$ cat src/rtl/pd_cke_pkg.sv
package pd_cke_pkg;

    typedef enum logic [1:0] {
        PD_ON   = 2'd0,
        PD_LOW  = 2'd1,
        PD_WAKE = 2'd2
    } pd_state_e;

    localparam logic [1:0] LP_CODE_PD  = 2'b10;
    localparam logic [1:0] KIND_LPDDR  = 2'b10;
    localparam logic [1:0] SEL_SHORT   = 2'b01;
    localparam logic [1:0] SEL_LONG    = 2'b10;

    typedef struct packed {
        pd_state_e st;
    } pd_regs_t;

endpackage

$ cat src/rtl/pd_dwell_cnt.sv
// Counts consecutive cycles in which run is high; clears when run drops.
module pd_dwell_cnt #(
    parameter int W = 5
) (
    input  logic         clk,
    input  logic         rst_n,
    input  logic         run,
    output logic [W-1:0] cnt_q
);
    localparam logic [W-1:0] CNT_MAX = {W{1'b1}};

    logic [W-1:0] cnt_d;

    always_comb begin
        cnt_d = '0;
        if (run) begin
            cnt_d = (cnt_q == CNT_MAX) ? cnt_q : cnt_q + 1'b1;
        end
    end

    always_ff @(posedge clk or negedge rst_n) begin
        if (!rst_n) cnt_q <= '0;
        else        cnt_q <= cnt_d;
    end
endmodule

$ cat src/rtl/pd_idle_timer.sv
// Idle run counter with selectable expiry point.
module pd_idle_timer
    import pd_cke_pkg::*;
#(
    parameter int IDLE_SHORT = 64,
    parameter int IDLE_LONG  = 128
) (
    input  logic       clk,
    input  logic       rst_n,
    input  logic       armed,
    input  logic       quiet,
    input  logic [1:0] sel,
    output logic       expire
);
    localparam int CNT_W = $clog2(IDLE_LONG + 1);
    localparam logic [CNT_W-1:0] SHORT_V = CNT_W'(IDLE_SHORT);
    localparam logic [CNT_W-1:0] LONG_V  = CNT_W'(IDLE_LONG);
    localparam logic [CNT_W-1:0] CNT_MAX = {CNT_W{1'b1}};

    logic [CNT_W-1:0] cnt_d, cnt_q;
    logic [CNT_W-1:0] limit;
    logic             counting;

    always_comb begin
        unique case (sel)
            SEL_SHORT: limit = SHORT_V;
            SEL_LONG:  limit = LONG_V;
            default:   limit = '0;
        endcase
        counting = armed && quiet;
        expire   = counting && ((limit == '0) || (cnt_q >= limit - 1'b1));
        cnt_d    = '0;
        if (counting) begin
            cnt_d = (cnt_q == CNT_MAX) ? cnt_q : cnt_q + 1'b1;
        end
    end

    always_ff @(posedge clk or negedge rst_n) begin
        if (!rst_n) cnt_q <= '0;
        else        cnt_q <= cnt_d;
    end


    idle_restart_chk: assert property (@(posedge clk) disable iff (!rst_n)
        !quiet |=> (cnt_q == '0));
endmodule

$ cat src/rtl/pd_cke_ctrl.sv
module pd_cke_ctrl
    import pd_cke_pkg::*;
#(
    parameter int TIME_W     = 4,
    parameter int IDLE_SHORT = 64,
    parameter int IDLE_LONG  = 128
) (
    input  logic              clk,
    input  logic              rst_n,
    input  logic [1:0]        lp_mode,
    input  logic [1:0]        idle_sel,
    input  logic [1:0]        dev_kind,
    input  logic [TIME_W-1:0] t_xp,
    input  logic [TIME_W-1:0] t_cke,
    input  logic              dev_busy,
    input  logic              acc_req,
    input  logic              ref_req,
    output logic              cke,
    output logic              force_nop,
    output logic              bus_rdy,
    output logic              ref_grant
);
    localparam int DWELL_W = TIME_W + 1;
    localparam int CMP_W   = DWELL_W + 1;

    pd_regs_t r_d, r_q;

    logic               quiet, mode_on, wake_src, need_res;
    logic               idle_expire, res_ok, wake_done;
    logic [DWELL_W-1:0] res_cnt, wake_cnt;
    logic [CMP_W-1:0]   res_len, wake_len, res_span, wake_span;

    always_comb begin
        quiet    = !dev_busy && !acc_req && !ref_req;
        mode_on  = (lp_mode == LP_CODE_PD);
        wake_src = acc_req || ref_req || !mode_on;
        need_res = dev_kind[1];
    end

    pd_idle_timer #(
        .IDLE_SHORT (IDLE_SHORT),
        .IDLE_LONG  (IDLE_LONG)
    ) u_idle (
        .clk    (clk),
        .rst_n  (rst_n),
        .armed  (mode_on && (r_q.st == PD_ON)),
        .quiet  (quiet),
        .sel    (idle_sel),
        .expire (idle_expire)
    );

    pd_dwell_cnt #(.W(DWELL_W)) u_res_cnt (
        .clk   (clk),
        .rst_n (rst_n),
        .run   (r_q.st == PD_LOW),
        .cnt_q (res_cnt)
    );

    pd_dwell_cnt #(.W(DWELL_W)) u_wake_cnt (
        .clk   (clk),
        .rst_n (rst_n),
        .run   (r_q.st == PD_WAKE),
        .cnt_q (wake_cnt)
    );

    always_comb begin
        res_len  = (t_cke == '0) ? CMP_W'(1) : CMP_W'(t_cke);
        wake_len = CMP_W'(1);
        if (dev_kind == KIND_LPDDR && t_xp != '0) begin
            wake_len = CMP_W'(t_xp);
        end
        res_span  = CMP_W'(res_cnt) + 1'b1;
        wake_span = CMP_W'(wake_cnt) + 1'b1;
        res_ok    = !need_res || (res_span >= res_len);
        wake_done = (wake_span >= wake_len);
    end

    always_comb begin
        r_d = r_q;
        unique case (r_q.st)
            PD_ON: begin
                if (idle_expire) r_d.st = PD_LOW;
            end
            PD_LOW: begin
                if (wake_src && res_ok) r_d.st = PD_WAKE;
            end
            PD_WAKE: begin
                if (wake_done) r_d.st = PD_ON;
            end
            default: r_d.st = PD_ON;
        endcase
    end

    always_ff @(posedge clk or negedge rst_n) begin
        if (!rst_n) r_q <= '{st: PD_ON};
        else        r_q <= r_d;
    end

    always_comb begin
        cke       = (r_q.st != PD_LOW);
        force_nop = (r_q.st != PD_ON);
        bus_rdy   = (r_q.st == PD_ON);
        ref_grant = bus_rdy && ref_req;
    end

    // Checker support: length of the current CKE-low run.
    logic [CMP_W-1:0] low_run_d, low_run_q;
    always_comb begin
        low_run_d = '0;
        if (!cke) low_run_d = (low_run_q == {CMP_W{1'b1}}) ? low_run_q : low_run_q + 1'b1;
    end
    always_ff @(posedge clk or negedge rst_n) begin
        if (!rst_n) low_run_q <= '0;
        else        low_run_q <= low_run_d;
    end


    low_outputs_chk: assert property (@(posedge clk) disable iff (!rst_n)
        !cke |-> (force_nop && !bus_rdy));


    entry_mode_chk: assert property (@(posedge clk) disable iff (!rst_n)
        $fell(cke) |-> ($past(lp_mode) == 2'b10));


    grant_ready_chk: assert property (@(posedge clk) disable iff (!rst_n)
        ref_grant |-> (bus_rdy && cke && ref_req));


    wake_nop_chk: assert property (@(posedge clk) disable iff (!rst_n)
        $rose(cke) |-> (force_nop && !bus_rdy));


    short_exit_chk: assert property (@(posedge clk) disable iff (!rst_n)
        ($rose(cke) && dev_kind != 2'b10) |=> bus_rdy);


    min_low_chk: assert property (@(posedge clk) disable iff (!rst_n)
        ($rose(cke) && dev_kind[1]) |-> (low_run_q >= res_len));
endmodule

$ cat config.mk
export PLATFORM = sky130hd
export DESIGN_NAME = pd_cke_ctrl
export DESIGN_NICKNAME = d
export VERILOG_FILES = /design/src/rtl/pd_cke_pkg.sv /design/src/rtl/pd_dwell_cnt.sv /design/src/rtl/pd_idle_timer.sv /design/src/rtl/pd_cke_ctrl.sv
export SDC_FILE = /design/constraint.sdc
export NUM_CORES = 1
export LEC_CHECK = 0
export ABC_AREA = 1
export BUFFER_PORTS_ARGS = -buffer_cell sky130_fd_sc_hd__buf_4
export CAP_MARGIN = 20
export CORE_UTILIZATION = 30
export DETAILED_ROUTE_END_ITERATION = 8
export PLACE_DENSITY = 0.48
export SLEW_MARGIN = 5
export SYNTH_ARGS = -nofsm -noshare
export SYNTH_HDL_FRONTEND = slang
export SYNTH_SLANG_ARGS = --single-unit
$ cat constraint.sdc
create_clock -name clk -period 1.4 [get_ports clk]
set_input_delay 0.28 -clock clk [delete_from_list [all_inputs] [get_ports clk]]
set_output_delay 0.28 -clock clk [all_outputs]
set_load 0.005 [all_outputs]
Word-level counts from Yosys, hierarchy flattened
Index checks and enable logic that the tools add are counted.
- reductions and logical operators: 23
- eq/ne operators: 16
- order comparisons: 3
- add/sub/neg operators: 6
- multiplexer cells: 13
- operators with widths (operator ; number):
    5-bit 2-to-1 mux ; 4
    8-bit 2-to-1 mux ; 2
    8-bit case mux with 2 select lines ; 1
    5-bit by 1-bit adder with 6-bit output, second input constant ; 2
    5-bit by 1-bit adder with 5-bit output, second input constant ; 2
    5-bit equality test, second input constant ; 2
    2-bit != test, second input constant ; 5
    8-bit by 1-bit adder with 8-bit output, second input constant ; 1
    2-bit equality test, second input constant ; 4
    8-bit equality test, second input constant ; 1
    8-bit >= comparator ; 1
    1-bit logical AND ; 8
    8-bit zero test ; 1
    4-bit 2-to-1 mux ; 2
    8-bit by 1-bit subtractor with 8-bit output, second input constant ; 1
    6-bit by 4-bit >= comparator with 1-bit output ; 1
    6-bit >= comparator ; 1
    2-bit 2-to-1 mux ; 3
    2-bit case mux with 3 select lines ; 1
    1-bit zero test ; 5
    2-bit by 1-bit equality test with 1-bit output, second input constant ; 2
    4-bit zero test ; 1
    1-bit logical OR ; 4
    2-bit by 1-bit != test with 1-bit output, second input constant ; 2
    other kinds (4) ; 4
- logic and storage cells: 65
- register bits: 20
- output and inout bits: 4
- input bits: 19

Logic depth before layout (Yosys ltp)
Gate-level depths: netlist of run 1.
- depth in word-level cells: 8
- mapped depth: 11
- depth with buffers taken out: 11

By module
A second synthesis of run 1 with hierarchy kept.
- cell total of the unflattened synthesis: 220
- area, all modules: 1636.6 um^2
- by module, submodules not included (module ; cells each ; seq. area each (um^2) ; area an instance (um^2) ; times used):
    pd_idle_timer ; 73 ; 200.2 ; 553.0 ; 1
    pd_cke_ctrl ; 87 ; 50.0 ; 543.0 ; 1
    pd_dwell_cnt ; 30 ; 125.1 ; 270.3 ; 2

Worst setup path after synthesis of run 1
Ideal clock, no wire load.
- path type: register -> register
- start point: reg u_res_cnt.cnt_q[0]
- end point: reg r_q[1] (netlist name)
- stages on the path, launching flop included: 11
- period minus slack after synthesis: 1537 ps
- arrival time: 1420 ps
- slack: -137 ps
- path buffers: 0
- data required time: 1282 ps
- setup time: 118 ps
- path through: dfrtp_1 > nand3_1 > xor2_1 > inv_1 > ha_1 > nand2_1 > nand3_1 > nor2_1 > a21oi_1 > nand3_1 > nand2_1
- word-level cells in the longest chain between the ends: 6
- RTL lines (what ; RTL line ; text):
    from (decl) ; pd_dwell_cnt.sv:8 ; output logic [W-1:0] cnt_q
    from (signal assigned) ; pd_dwell_cnt.sv:23 ; else cnt_q <= cnt_d;
    5-bit by 1-bit adder with 6-bit output ; pd_cke_ctrl.sv:72 ; res_span = CMP_W'(res_cnt) + 1'b1;
    6-bit by 4-bit >= comparator with 1-bit output ; pd_cke_ctrl.sv:74 ; res_ok = !need_res || (res_span >= res_len);
    1-bit logical OR ; pd_cke_ctrl.sv:74 ;
    1-bit logical AND ; pd_cke_ctrl.sv:85 ; if (wake_src && res_ok) r_d.st = PD_WAKE;
    2-bit != test (no line) ; - ;
    3-bit AND reduction (no line) ; - ;
    to (signal assigned) ; pd_cke_ctrl.sv:95 ; if (!rst_n) r_q <= '{st: PD_ON};
    to (signal assigned) ; pd_cke_ctrl.sv:96 ; else r_q <= r_d;
    to (decl) ; pd_cke_ctrl.sv:26 ; pd_regs_t r_d, r_q;
No other way between the ends.
A chain may end at the register's enable or synchronous reset.

Worst setup path after layout of run 1
Same ends and word-level chain as after synthesis.

==> results by group, run 1 <==
Status
  – Status: complete, but fails checks
  – Failing checks: setup timing

Finish
  – Area taken by multi-input logic gates: 886 um^2
  – Commonest cells after routing, fill and taps aside: buf_4 (46), nand2_1 (32), inv_1 (26), dfrtp_1 (20), nand3_1 (18)
  – Filler instances: 435
  – Ant. Diodes: 0
  – Share of cells above drive strength 1: 40.4%
  – Sequential cell area: 500 um^2
  – # nets final: 271
  – Layout area overhead: 42.3%
  – Final non-filler cell total: 287
  – Post-route cell area: 0.00203 mm^2
  – Most common cell after layout, fill and taps aside: buf_4

Timing
  – Highest Clock Rate: 0.638 GHz
  – Final setup margin: -0.169 ns
  – Clk_skew: 0.00805 ns
  – Final Max Tran Viols: 0
  – Worst Max-Slew Pin Slew: 0.377 ns
  – Total negative slack: -0.313 ns
  – Final setup vio count: 2
  – Min cycle time layout: 1.57 ns
  – Final hold viol count: 0
  – Relative slew margins: 74.7%
  – Crit share post-route: 112%
  – RSZ-0062 raised after global routing: yes

Worst setup path
  – Worst-path maximum fanout: 3
  – Worst R2R Path Depth: 10
  – Startpoint Class: register
  – Worst EP arrival: 1.73 ns
  – Max stage delay on crit path: 0.40 ns
  – Nature of the critical path endpoint: register
  – CP Class: register to register
  – Slowest cell on crit path: dfrtp_1
  – Reg2reg start: u_res_cnt.cnt_q[0]
  – CP Data Required Time: 1.56 ns
  – Critical-path cell list: ha_2, nand2_1, nor2_2, ha_4, inv_2, nand3_2, nor2_2, a21oi_2, nand3_1, nand2_1
  – Cell family with most CP delay: simple AND/OR/NAND/NOR gates
  – Worst R2R Setup Slack: -0.17 ns
  – Worst reg2reg path endpoint: r_q[1]
  – WP buf/inv: 1
  – Cell count along the critical path: 10

Detailed routing
  – Routed Antenna Nets: 0
  – Routed WL: 3.03 mm
  – 1st-iter DRT viols: 35
  – Via density: 4.44
  – Pre-antenna DRT Iters: 6
  – Via count: 1273
  – DRC Markers: 0
  – Wirelength per Cell: 10.6 um

Pwr
  – Net switching power: 0.000278 W
  – Flop pwr share: 43.9%
  – VDD IR max: 0.000352 V
  – Clock power share: 43.5%
  – Switching share of power: 20.9%
  – Internal power: 0.00105 W
  – Comb power frac: 12.6%
  – LEAKAGE: 1.05 nW
  – Cell Pwr Density: 657 mW/mm^2

Synth
  – Post-Synthesis Cells: 183
  – Synth top area share: 35.1%
  – Area contributors post-synth: dfrtp_1 (35%), ha_1 (14%), nand2_1 (9.0%), inv_1 (7.4%), nand3_1 (7.0%)
  – Synth Net Count: 218
  – Yosys reg bits: 20
  – Synth Cell Area: 0.00142 mm^2
  – Post-synthesis sequential area ratio: 35.1%
  – Yosys warns: 0
  – Mean Syn Cell Area: 7.78 um^2
  – Cell variety after synth: 26
  – Synth area leader: dfrtp_1

Clocking
  – Clock buffer depth: 2
  – TritonCTS clock tree: yes
  – Total CTS buffers: 3
  – CTS clk-pin slew, worst paths: 0.08 ns
  – CTS root buf: clkbuf_8
  – Worst-Skew Late Latency: 0.26 ns
  – Clock Sinks: 20
  – H-Tree Depth: 1

Min path
  – Worst hold endpoint: u_idle.cnt_q[1]
  – Worst min path class: input port to register
  – Hold wc startpoint: dev_busy
  – Hold Path Stages: 4

Floorplan
  – Die Ht: 70.9 um
  – Core footprint: 0.00444 mm^2
  – Top-Level Pins: 23
  – Starting Density: 32.0%
  – Die Wd: 70.9 um
  – Die Area: 0.00503 mm^2
  – Row cnt: 24

Place
  – Post-DP Area: 0.00180 mm^2
  – GP Congestion: 0.721
  – HPWL Detailed: 2.29 mm
  – Placed insts: 276
  – PortBufs: 22

Global routing
  – Largest net degree at the start of global routing: 21
  – Vias in the first global route: 1160
  – Gr usage total: 12.4%
  – Total grt overflow: 0
  – First-pass GRT wire length: 4.99 mm
  – Initial antenna violation count: 0

Job
  – Max_cap viols: 0
-- logic make-up after synthesis --
group           share of synthesized area [%]
compound gates                           7.82
xor+xnor                                 3.69
flops                                    35.1
simple gates                             29.7
buf+inv                                  9.58
fa+ha+maj                                14.1
-- sequential cells by signal (all words and copies together) (netlist names) --
| signal | count |
|---|---|
| r_q | 2 |
| u_res_cnt.cnt_q | 5 |
| u_wake_cnt.cnt_q | 5 |
| u_idle.cnt_q | 8 |
-- per-stage QoR --
stage	worst slack, ns	hold slack [ns]	power, W	util, %
5_1_grt	-0.293	0.376	0.00140	45.6
2_1_floorplan	-0.0894	-0.0156	0.000659	-
4_1_cts	-0.166	0.362	0.00134	43.8
3_5_place_dp	-0.312	0.184	0.000751	40.6
6_report	-0.169	0.369	0.00133	45.6
3_3_place_gp	-0.286	0.185	0.000751	40.6
-- area by class of cell --
type,count,share of cell area (%)
repair buffers,48,18.1
flip-flops and latches,20,24.7
clock inverters,1,1.48
well taps,52,3.21
clock buffers,3,2.04
multi-input cells,128,43.7
inverters,35,6.73
-- cell usage after synthesis (all sizes together) --
cell type,instances
o22ai,2
nor3,2
inv,34
ha,16
a21boi,1
nand4,1
dfrtp,20
xor2,5
a21oi,6
xnor2,1
o21ai,9
nand3,21
a31o,1
nor4,1
nor2,22
clkinv,1
nand2,40
-- what timing repair did --
item / CTS / global route
buffers inserted: 3 / 3
pin swaps: 6 / 6
resized for setup: 8 / 15
hold endpoints to repair: 20 / 0
hold buffers: 1 / 0
endpoints found under the setup margin: 4 / 19
-- metal layers --
layer  up-vias  global-route usage, %  share of wire (%)
met4         0                   4.67                2.2
met5         -                      0                  0
met2        23                   19.3                 46
met3         6                   1.71                2.5
met1       560                   17.6                 49
li1        684                      -                  -
-- worst min-delay path: stages --
cell and delay (ns):
buf_4 0.08, nor2_2 0.03, nand2_2 0.15, a21oi_2 0.04
-- power groups by stage --
stage | combinational (W) | clock [W] | sequential (W)
global placement | 0.000156 | 0 | 0.000596
detailed placement | 0.000155 | 0 | 0.000596
CTS | 0.000165 | 0.000595 | 0.000584
floorplan | 0.0000623 | 0 | 0.000596
finish | 0.000168 | 0.000579 | 0.000584
global route | 0.000192 | 0.000621 | 0.000584
-- how the worst max path moves through the flow --
stage,from,to,slack [ns]
after global placement,dev_kind[0],r_q[1],-0.29
after global routing,u_res_cnt.cnt_q[1],r_q[0],-0.29
final,u_res_cnt.cnt_q[0],r_q[1],-0.17
after detailed placement,dev_kind[0],r_q[1],-0.31
after CTS,u_res_cnt.cnt_q[1],r_q[1],-0.17
after floorplan,u_res_cnt.cnt_q[0],r_q[1],-0.09
Power figures use the tool's default switching activity.
==> run 2, diff against run 1 <==
Settings changed: RECOVER_POWER set to 100.
==> run 2 against run 1 <==
  * The flow still finishes with violations (setup timing)
  * First-iteration DRC count grew 2.9%
  * Non-clock buffer count is the same
  * Via count shrank 0.39%
  * Cell count is the same
  * Critical endpoint unchanged
  * Die area is the same
==> results by group, run 2 (synthesized netlist as in run 1, its figures left out) <==
Timing
  – Highest Clock Rate: 0.638 GHz (about the same)
  – Final setup vio count: 2 (unchanged)
  – Clk_skew: 0.00682 ns (-0.00123 ns)
  – Relative slew margins: 64.7% (-10 points)
  – Final Max Tran Viols: 0 (unchanged)
  – Worst Max-Slew Pin Slew: 0.530 ns (+0.153 ns)
  – Final hold viol count: 0 (unchanged)
  – Min cycle time layout: 1.57 ns (-0.00117 ns)
  – Crit share post-route: 112% (about the same)
  – RSZ-0062 raised after global routing: yes
  – Final setup margin: -0.167 ns (+0.00117 ns)

Clocking
  – CTS root buf: clkbuf_8
  – Clock Sinks: 20 (unchanged)
  – Clock buffer depth: 2 (unchanged)
  – CTS clk-pin slew, worst paths: 0.08 ns (about the same)
  – Worst-Skew Late Latency: 0.26 ns (about the same)
  – TritonCTS clock tree: yes
  – H-Tree Depth: 1 (unchanged)
  – Total CTS buffers: 3 (unchanged)

Status
  – Failing checks: setup timing
  – Status: complete, but fails checks

Finish
  – Ant. Diodes: 0 (unchanged)
  – Commonest cells after routing, fill and taps aside: buf_4 (45), nand2_1 (32), inv_1 (27), dfrtp_1 (20), nand3_1 (18)
  – Share of cells above drive strength 1: 39.6% (-0.85 points)
  – Layout area overhead: 41.6%
  – Most common cell after layout, fill and taps aside: buf_4
  – Largest register FFs: 8 (unchanged)
  – Final non-filler cell total: 287 (unchanged)
  – # nets final: 271 (unchanged)
  – Filler instances: 438 (+0.69%)
  – Top Registers: u_idle.cnt_q x8, u_res_cnt.cnt_q x5, u_wake_cnt.cnt_q x5
  – Top reg by flops: u_idle.cnt_q

Floorplan
  – Top-Level Pins: 23 (unchanged)
  – Row cnt: 24 (unchanged)
  – Die Ht: 70.9 um (unchanged)
  – Core footprint: 0.00444 mm^2 (unchanged)
  – Starting Density: 32.0% (unchanged)
  – Die Wd: 70.9 um (unchanged)
  – Die Area: 0.00503 mm^2 (unchanged)

Global routing
  – Initial antenna violation count: 0 (unchanged)
  – Largest net degree at the start of global routing: 21 (unchanged)
  – Vias in the first global route: 1160 (unchanged)
  – Gr usage total: 12.4% (unchanged)
  – Total grt overflow: 0 (unchanged)
  – First-pass GRT wire length: 4.99 mm (unchanged)

Place
  – GP Congestion: 0.721 (unchanged)
  – PortBufs: 22 (unchanged)
  – Dpl ws: -0.312 ns (unchanged)
  – Placed insts: 276 (unchanged)
  – HPWL Detailed: 2.29 mm (unchanged)

Pwr
  – Cell Pwr Density: 658 mW/mm^2 (+0.21%)
  – VDD IR max: 0.000351 V (-0.19%)
  – Final Power: 0.00133 W (-0.29%)
  – LEAKAGE: 1.06 nW (+0.19%)

Worst setup path
  – CP Data Required Time: 1.56 ns (about the same)
  – Reg2reg start: u_res_cnt.cnt_q[0]
  – CP Class: register to register
  – Critical Path Source: u_res_cnt.cnt_q[0]
  – Worst EP arrival: 1.73 ns (about the same)
  – Startpoint Class: register
  – Nature of the critical path endpoint: register
  – Worst-path maximum fanout: 3 (unchanged)

Detailed routing
  – Via density: 4.42 (-0.39%)
  – DRC Markers: 0 (unchanged)
  – 1st-iter DRT viols: 36 (+2.9%)
  – Via count: 1268 (-0.39%)
  – Routed WL: 3.05 mm (+0.49%)
  – Routed Antenna Nets: 0 (unchanged)
  – Pre-antenna DRT Iters: 5 (-1)
  – Wirelength per Cell: 10.6 um (+0.49%)

Job
  – Max_cap viols: 0 (unchanged)

Min path
  – Hold wc startpoint: dev_busy
  – Worst min path class: input port to register
-- run 2: changes by cell type in the layout (fill, tap and decap cells not counted) --
cell      previous run  this run
buf_4               46        45
clkbuf_2             0         1
ha_1                10        11
ha_2                 4         3
inv_1               26        27
inv_2                8         7
nor2_2               6         7
nor2_4               4         3
-- run 2: final cells by class --
cell class	instances	area (um^2)	share of cell area, %
multi-input combinational	128	878	43.6
inverter	35	136	6.77
sequential	20	500	24.8
clock buffer	3	41.3	2.05
timing repair buffer	48	364	18.1
clock inverter	1	30.0	1.49
tap	52	65.1	3.23
-- run 2: where the power goes --
part	leakage, nW	internal, W	switching, W
combinational	0.742	0.0000896	0.0000772
clock	0.0357	0.000381	0.000195
sequential	0.279	0.000581	0.00000288
total	1.06	0.00105	0.000275
-- run 2: path summary, 6_finish.rpt --
path / endpoint / slack, ns / cells after the start
min reg2reg: u_idle.cnt_q[5] / 0.55 / 2
min in group asynchronous: u_idle.cnt_q[3] / 0.53 / 2
max reg2reg: r_q[1] / -0.17 / 10
max in group asynchronous: u_idle.cnt_q[1] / 0.51 / 2
max: r_q[1] / -0.17 / 10
min: u_idle.cnt_q[1] / 0.37 / 4
-- run 2: routing by layer --
layer	wire length (um)	global-route usage [%]	up-vias
met3	75	1.71	6
met2	1390	19.3	23
met5	0	0	-
met1	1510	17.6	556
li1	-	-	683
met4	68	4.67	0
-- run 2: what timing repair did --
| action | CTS | global route |
|---|---|---|
| endpoints found under the hold margin | 20 | 0 |
| pin swaps | 6 | 6 |
| cloned | 0 | 0 |
| gates resized for setup | 8 | 15 |
| hold buffers | 1 | 0 |
| setup buffers | 3 | 3 |
| setup endpoints to repair | 4 | 19 |
-- run 2: through the flow --
step / utilization, % / TNS, ns / area [um^2] / hold slack [ns]
6_report: 45.4 / -0.313 / 2020 / 0.371
4_1_cts: 43.8 / -0.349 / 1950 / 0.362
3_3_place_gp: 40.6 / -0.471 / 1800 / 0.185
3_5_place_dp: 40.6 / -0.516 / 1800 / 0.184
5_1_grt: 45.4 / -0.951 / 2020 / 0.376
2_1_floorplan: - / -0.176 / 1430 / -0.0156
-- run 2: critical path, stage by stage, from the launching register on --
cell	delay, ns
dfrtp_1	0.40
ha_2	0.22
nand2_1	0.08
nor2_2	0.13
ha_4	0.21
inv_2	0.06
nand3_2	0.07
nor2_2	0.12
a21oi_2	0.07
nand3_1	0.07
nand2_1	0.05
